**config.mk**
```make
export PLATFORM = sky130hd
export DESIGN_NAME = windowed_watchdog
export DESIGN_NICKNAME = d
export VERILOG_FILES = /design/src/rtl/wdt_pkg.sv /design/src/rtl/wdt_regs.sv /design/src/rtl/wdt_window.sv /design/src/rtl/wdt_counter.sv /design/src/rtl/windowed_watchdog.sv
export SDC_FILE = /design/constraint.sdc
export NUM_CORES = 1
export LEC_CHECK = 0
export ABC_AREA = 0
export BUFFER_PORTS_ARGS = -buffer_cell sky130_fd_sc_hd__clkbuf_2
export CORE_MARGIN = 1
export CORE_UTILIZATION = 50
export CTS_BUF_LIST = sky130_fd_sc_hd__clkbuf_2
export DETAILED_ROUTE_END_ITERATION = 8
export GPL_TIMING_DRIVEN = 0
export HOLD_SLACK_MARGIN = 0.02
export PLACE_DENSITY = 0.83
export SLEW_MARGIN = 10
export SYNTH_ARGS = -nofsm -noshare
export SYNTH_HDL_FRONTEND = slang
export SYNTH_SLANG_ARGS = --single-unit
```
**constraint.sdc**
```tcl
create_clock -name clk -period 2.7 [get_ports clk]
set_clock_uncertainty 0.05 [all_clocks]
set_input_delay 0.675 -clock clk [delete_from_list [all_inputs] [get_ports clk]]
set_output_delay 0.675 -clock clk [all_outputs]
set_load 0.005 [all_outputs]
```
**src/rtl/wdt_pkg.sv**
```systemverilog
package wdt_pkg;

   // Control register fields: bit 0 enable, bits 2:1 window, bit 3 action
   typedef struct packed {
      logic       act_rst;
      logic [1:0] win;
      logic       en;
   } wdt_ctrl_t;

   localparam int unsigned CTRL_W = 4;
   localparam wdt_ctrl_t   CTRL_RESET = '{act_rst: 1'b1, win: 2'b00, en: 1'b1};

endpackage

```
**src/rtl/wdt_regs.sv**
```systemverilog
module wdt_regs
   import wdt_pkg::*;
#(
   parameter int unsigned       DATA_W   = 8,
   parameter logic [DATA_W-1:0] CLR_CODE = 8'h4E,
   parameter logic [DATA_W-1:0] DIS_CODE = 8'hB1
) (
   input  logic              clk,
   input  logic              rst_n,
   input  logic              wr_en_i,
   input  logic              wr_sel_i,
   input  logic [DATA_W-1:0] wr_data_i,
   output wdt_ctrl_t         ctrl_o,
   output logic              run_o,
   output logic              stop_o,
   output logic              dis_wr_o,
   output logic              clr_wr_o
);

   logic      ctrl_wr, code_wr;
   wdt_ctrl_t ctrl_q;
   logic      run_q;

   assign ctrl_wr  = wr_en_i && !wr_sel_i;
   assign code_wr  = wr_en_i &&  wr_sel_i;
   assign dis_wr_o = code_wr && (wr_data_i == DIS_CODE);
   assign clr_wr_o = code_wr && (wr_data_i == CLR_CODE);
   // stopping needs the enable bit already cleared by an earlier write
   assign stop_o   = dis_wr_o && !ctrl_q.en;

   always_ff @(posedge clk or negedge rst_n) begin
      if (!rst_n) begin
         ctrl_q <= CTRL_RESET;
      end else if (ctrl_wr) begin
         ctrl_q <= wdt_ctrl_t'(wr_data_i[CTRL_W-1:0]);
      end
   end

   always_ff @(posedge clk or negedge rst_n) begin
      if (!rst_n) begin
         run_q <= 1'b1;
      end else if (stop_o) begin
         run_q <= 1'b0;
      end else if (ctrl_wr && wr_data_i[0]) begin
         run_q <= 1'b1;
      end
   end

   assign ctrl_o = ctrl_q;
   assign run_o  = run_q;


   keep_run_chk: assert property (@(posedge clk) disable iff (!rst_n)
      (run_q && !stop_o) |=> run_q);

endmodule

```
**src/rtl/wdt_window.sv**
```systemverilog
module wdt_window #(
   parameter int unsigned CNT_W = 8
) (
   input  logic [CNT_W-1:0] cnt_i,
   input  logic [1:0]       win_i,
   output logic             in_win_o
);

   logic [3:0] hit;

   assign hit[0] = 1'b1;

   // threshold for select w is the top 1/2^w of the period
   for (genvar w = 1; w < 4; w++) begin : g_thr
      localparam int unsigned        THR   = (1 << CNT_W) - (1 << (CNT_W - w));
      localparam logic [CNT_W-1:0]   THR_V = THR[CNT_W-1:0];
      assign hit[w] = (cnt_i >= THR_V);
   end

   assign in_win_o = hit[win_i];

endmodule

```
**src/rtl/wdt_counter.sv**
```systemverilog
module wdt_counter #(
   parameter int unsigned CNT_W = 8
) (
   input  logic             clk,
   input  logic             rst_n,
   input  logic             run_i,
   input  logic             stop_i,
   input  logic             clr_i,
   input  logic             tick_i,
   output logic [CNT_W-1:0] cnt_o,
   output logic             wrap_o
);

   localparam logic [CNT_W-1:0] CNT_MAX = '1;

   logic [CNT_W-1:0] cnt_q;
   logic             step;

   assign step   = run_i && !stop_i && !clr_i && tick_i;
   assign wrap_o = step && (cnt_q == CNT_MAX);

   always_ff @(posedge clk or negedge rst_n) begin
      if (!rst_n) begin
         cnt_q <= '0;
      end else if (!run_i || stop_i || clr_i) begin
         cnt_q <= '0;
      end else if (tick_i) begin
         cnt_q <= cnt_q + 1'b1;
      end
   end

   assign cnt_o = cnt_q;


   stopped_zero_chk: assert property (@(posedge clk) disable iff (!rst_n)
      !run_i |-> (cnt_q == '0));


   tick_step_chk: assert property (@(posedge clk) disable iff (!rst_n)
      (run_i && !stop_i && !clr_i && tick_i) |=> (cnt_q == $past(cnt_q) + 1'b1));

endmodule

```
**src/rtl/windowed_watchdog.sv**
```systemverilog
module windowed_watchdog
   import wdt_pkg::*;
#(
   parameter int unsigned       CNT_W    = 8,
   parameter int unsigned       DATA_W   = 8,
   parameter logic [DATA_W-1:0] CLR_CODE = 8'h4E,
   parameter logic [DATA_W-1:0] DIS_CODE = 8'hB1
) (
   input  logic              clk,
   input  logic              rst_n,
   input  logic              tick_i,
   input  logic              wr_en_i,
   input  logic              wr_sel_i,
   input  logic [DATA_W-1:0] wr_data_i,
   output logic [CNT_W-1:0]  count_o,
   output logic              rst_req_o,
   output logic              irq_req_o
);

   if (CNT_W < 3 || CNT_W > 16) begin : g_bad_cnt
      $error("windowed_watchdog: CNT_W must be 3..16");
   end
   if (DATA_W < CTRL_W) begin : g_bad_data
      $error("windowed_watchdog: DATA_W too narrow for control fields");
   end
   if (CLR_CODE == DIS_CODE) begin : g_bad_code
      $error("windowed_watchdog: clear and stop codes must differ");
   end

   wdt_ctrl_t        ctrl;
   logic             run, stop, dis_wr, clr_wr;
   logic             in_win, clr_ok, early_clr, wrap, ovf;
   logic [CNT_W-1:0] cnt;
   logic             rst_q, irq_q;

   wdt_regs #(
      .DATA_W   (DATA_W),
      .CLR_CODE (CLR_CODE),
      .DIS_CODE (DIS_CODE)
   ) u_regs (
      .clk       (clk),
      .rst_n     (rst_n),
      .wr_en_i   (wr_en_i),
      .wr_sel_i  (wr_sel_i),
      .wr_data_i (wr_data_i),
      .ctrl_o    (ctrl),
      .run_o     (run),
      .stop_o    (stop),
      .dis_wr_o  (dis_wr),
      .clr_wr_o  (clr_wr)
   );

   wdt_window #(.CNT_W(CNT_W)) u_win (
      .cnt_i    (cnt),
      .win_i    (ctrl.win),
      .in_win_o (in_win)
   );

   assign clr_ok    = run && clr_wr &&  in_win;
   assign early_clr = run && clr_wr && !in_win;

   wdt_counter #(.CNT_W(CNT_W)) u_cnt (
      .clk    (clk),
      .rst_n  (rst_n),
      .run_i  (run),
      .stop_i (stop),
      .clr_i  (clr_ok),
      .tick_i (tick_i),
      .cnt_o  (cnt),
      .wrap_o (wrap)
   );

   // a stop-code write masks a same-cycle overflow
   assign ovf = wrap && !dis_wr;

   always_ff @(posedge clk or negedge rst_n) begin
      if (!rst_n) begin
         rst_q <= 1'b0;
         irq_q <= 1'b0;
      end else begin
         rst_q <= ovf &&  ctrl.act_rst;
         irq_q <= (ovf && !ctrl.act_rst) || early_clr;
      end
   end

   assign count_o   = cnt;
   assign rst_req_o = rst_q;
   assign irq_req_o = irq_q;


   rst_pulse_chk: assert property (@(posedge clk) disable iff (!rst_n)
      rst_q |=> !rst_q);


   one_req_chk: assert property (@(posedge clk) disable iff (!rst_n)
      !(rst_q && irq_q));


   early_irq_chk: assert property (@(posedge clk) disable iff (!rst_n)
      early_clr |=> (irq_q && $stable(cnt)));

endmodule

```
==> impl_metrics.ini <==
[worst_hold_path]
hold_class = input pin to asynchronous set/reset pin

[final_layout]
final_util_pct = 67.4
layout-drive-gt1-share_pct = 37.5
diodes = 0
layout_commonest_cell = clkbuf_2
final_cell_mix = clkbuf_2 (26), dfrtp_1 (12), nor3_1 (9), nand2_1 (7)
area_growth_pct = 19.6
fin_area_um2 = 910
nFillCells = 120
fin_nets = 112

[global_routing]
grt_start_max_net_pins = 16
grt_pass1_wl_um = 2080
grt_pass1_vias = 492
grtUsageTotal_pct = 20.1
overflow = 0
antenna_found_initial = 0

[placement]
hpwl_um = 1120
place.gp.congestion = 0.710
placed_area_um2 = 890
post-place-ws_ns = 0.502
port_buffers = 22

[timing]
setup_slack_ns = 0.812
tns_ns = 0
timing.final.crit_period_ns = 1.89
rsz0062_at_grt = no
final_hold_viol_count = 0
worst_slew_pin_slew_ns = 0.612
finalSetupViolCount = 0
fin_crit_sh_pct = 69.9
slew_headroom_pct = 59.1
slew_violations = 0
fmax_mhz = 530

[clock_tree]
ctsRootBufferMaster = clkbuf_2
clock_latency_ns = 0.27
cts_hold_buf = 0
cts_sinks = 15
cts_tree = built
post_cts_buffers = 0
cts_buffer_depth = 2
ctsHtreeMaxLevel = 1
cts_resized = 0
clk_pin_slew_ns = 0.13
cts_buffers = 3

[floorplanning]
coreArea_um2 = 1350
io_pins = 23
initial_utilization_pct = 56.3
rows = 13
dieWidth_um = 41.0
design.die.area_um2 = 1680
die_y_um = 41.0

[detailed_routing]
num_vias = 613
wl_per_cell_um = 12.6
drc = 0
antenna_left = 0
vias_per_cell = 5.52
wirelength_um = 1400
first_pass_iters = 4
drt_iter0_drc = 9

[critical_path]
cp_slowest_cell = nor3b_2
reg2reg_depth = 4
max_stage_delay_ns = 0.58
r2r_setup_slack_ns = 0.96
crit_buf_inv = 1
cp.arrival_ns = 1.97
start_kind = input pin
worst-path-stages = 5
critical_path_class = input pin to flip-flop
crit_path_max_fanout = 9
cp.required_ns = 2.79
critPathTopFamily = simple AND/OR/NAND/NOR gates
cp-end-kind = flip-flop
crit_chain = clkbuf_2, nand4b_1, nor4_2, nor3b_2, nor3_1

[flow_run]
max_cap_violations = 0

[synth]
ys_seq_area_share_pct = 49.8
synthesis.area_um2 = 761
async_reset_ff_share_pct = 100
synth.avg_cell_area_um2 = 10.9
syn_inst = 70
synthFlopType = dfrtp_1
synth_fp_nets = 85
yosys_warnings = 0
synth_cell_types = 26
synth_edf_count = 0
ys_ff_latch = 15

[outcome]
status = completed

[power_and_ir_drop]
leakage_uw = 0.000423
power.density_nw_per_um2 = 673
peakVddDrop_uv = 441
power_uw = 612
[where the power goes]
group,switching [uW],total (uW),internal [uW]
Combinational,81.3,172,90.6
Sequential,60.4,338,278
Clock,62.6,102,39.3
[path summary, 6_finish.rpt]
path / start / endpoint
min in group clk: u_regs.ctrl_o[0]$_DFFE_PN1P_ / u_regs.ctrl_o[0]$_DFFE_PN1P_
hold / removal: rst_n / u_cnt.cnt_o[2]$_DFFE_PN0P_
setup reg to reg: u_regs.run_o$_DFFE_PN1P_ / u_cnt.cnt_o[0]$_DFFE_PN0P_
hold reg to reg: u_regs.ctrl_o[0]$_DFFE_PN1P_ / u_regs.ctrl_o[0]$_DFFE_PN1P_
setup / recovery: wr_data_i[4] / u_cnt.cnt_o[0]$_DFFE_PN0P_
max in group asynchronous: rst_n / u_regs.run_o$_DFFE_PN1P_
[final cells by class]
type	instances	area, um^2	share of cell area (%)
Clock buffer	4	20.0	2.20
Inverter	2	7.51	0.825
Multi-Input combinational cell	53	374	41.1
Sequential cell	15	379	41.7
Tap cell	15	18.8	2.06
Timing Repair Buffer	22	110	12.1
[layer usage]
layer | vias up | GRT usage, % | wire length (um)
li1 | 307 | - | -
met1 | 281 | 25.2 | 602
met2 | 21 | 29.7 | 697
met3 | 4 | 9.78 | 87
met4 | 0 | 7.50 | 14
met5 | - | 0 | 0
[through the flow]
stage	hold slack (ns)	cells
floorplan	0.329	70
global placement	0.408	107
detailed placement	0.410	107
CTS	0.220	111
global route	0.224	111
finish	0.223	111
[sequential cells by signal, indices dropped and copies added (netlist names)]
| signal | count |
|---|---|
| u_regs.run_o | 1 |
| irq_req_o | 1 |
| u_cnt.cnt_o | 8 |
| rst_req_o | 1 |
| u_regs.ctrl_o | 4 |
[cells by family after synthesis]
group,share of synthesized area (%)
AND/OR/NAND/NOR,28.3
multiplexers,5.76
XOR/XNOR,8.06
flip-flops,49.8
buffers and inverters,0.987
adder cells (fa/ha/maj),3.29
AO/OA/AOI/OAI,3.78
[synthesized netlist by cell type, drive strengths merged (3+ instances only)]
master | number | share of area, %
dfrtp | 12 | 39
dfstp | 3 | 10
mux2 | 3 | 4.4
nand2 | 7 | 3.5
nand2b | 3 | 2.5
nand4 | 3 | 2.5
nor2 | 4 | 2.0
nor3 | 9 | 5.9
xnor2 | 4 | 4.6
xor2 | 3 | 3.5
(Power assumes the default switching activity.)
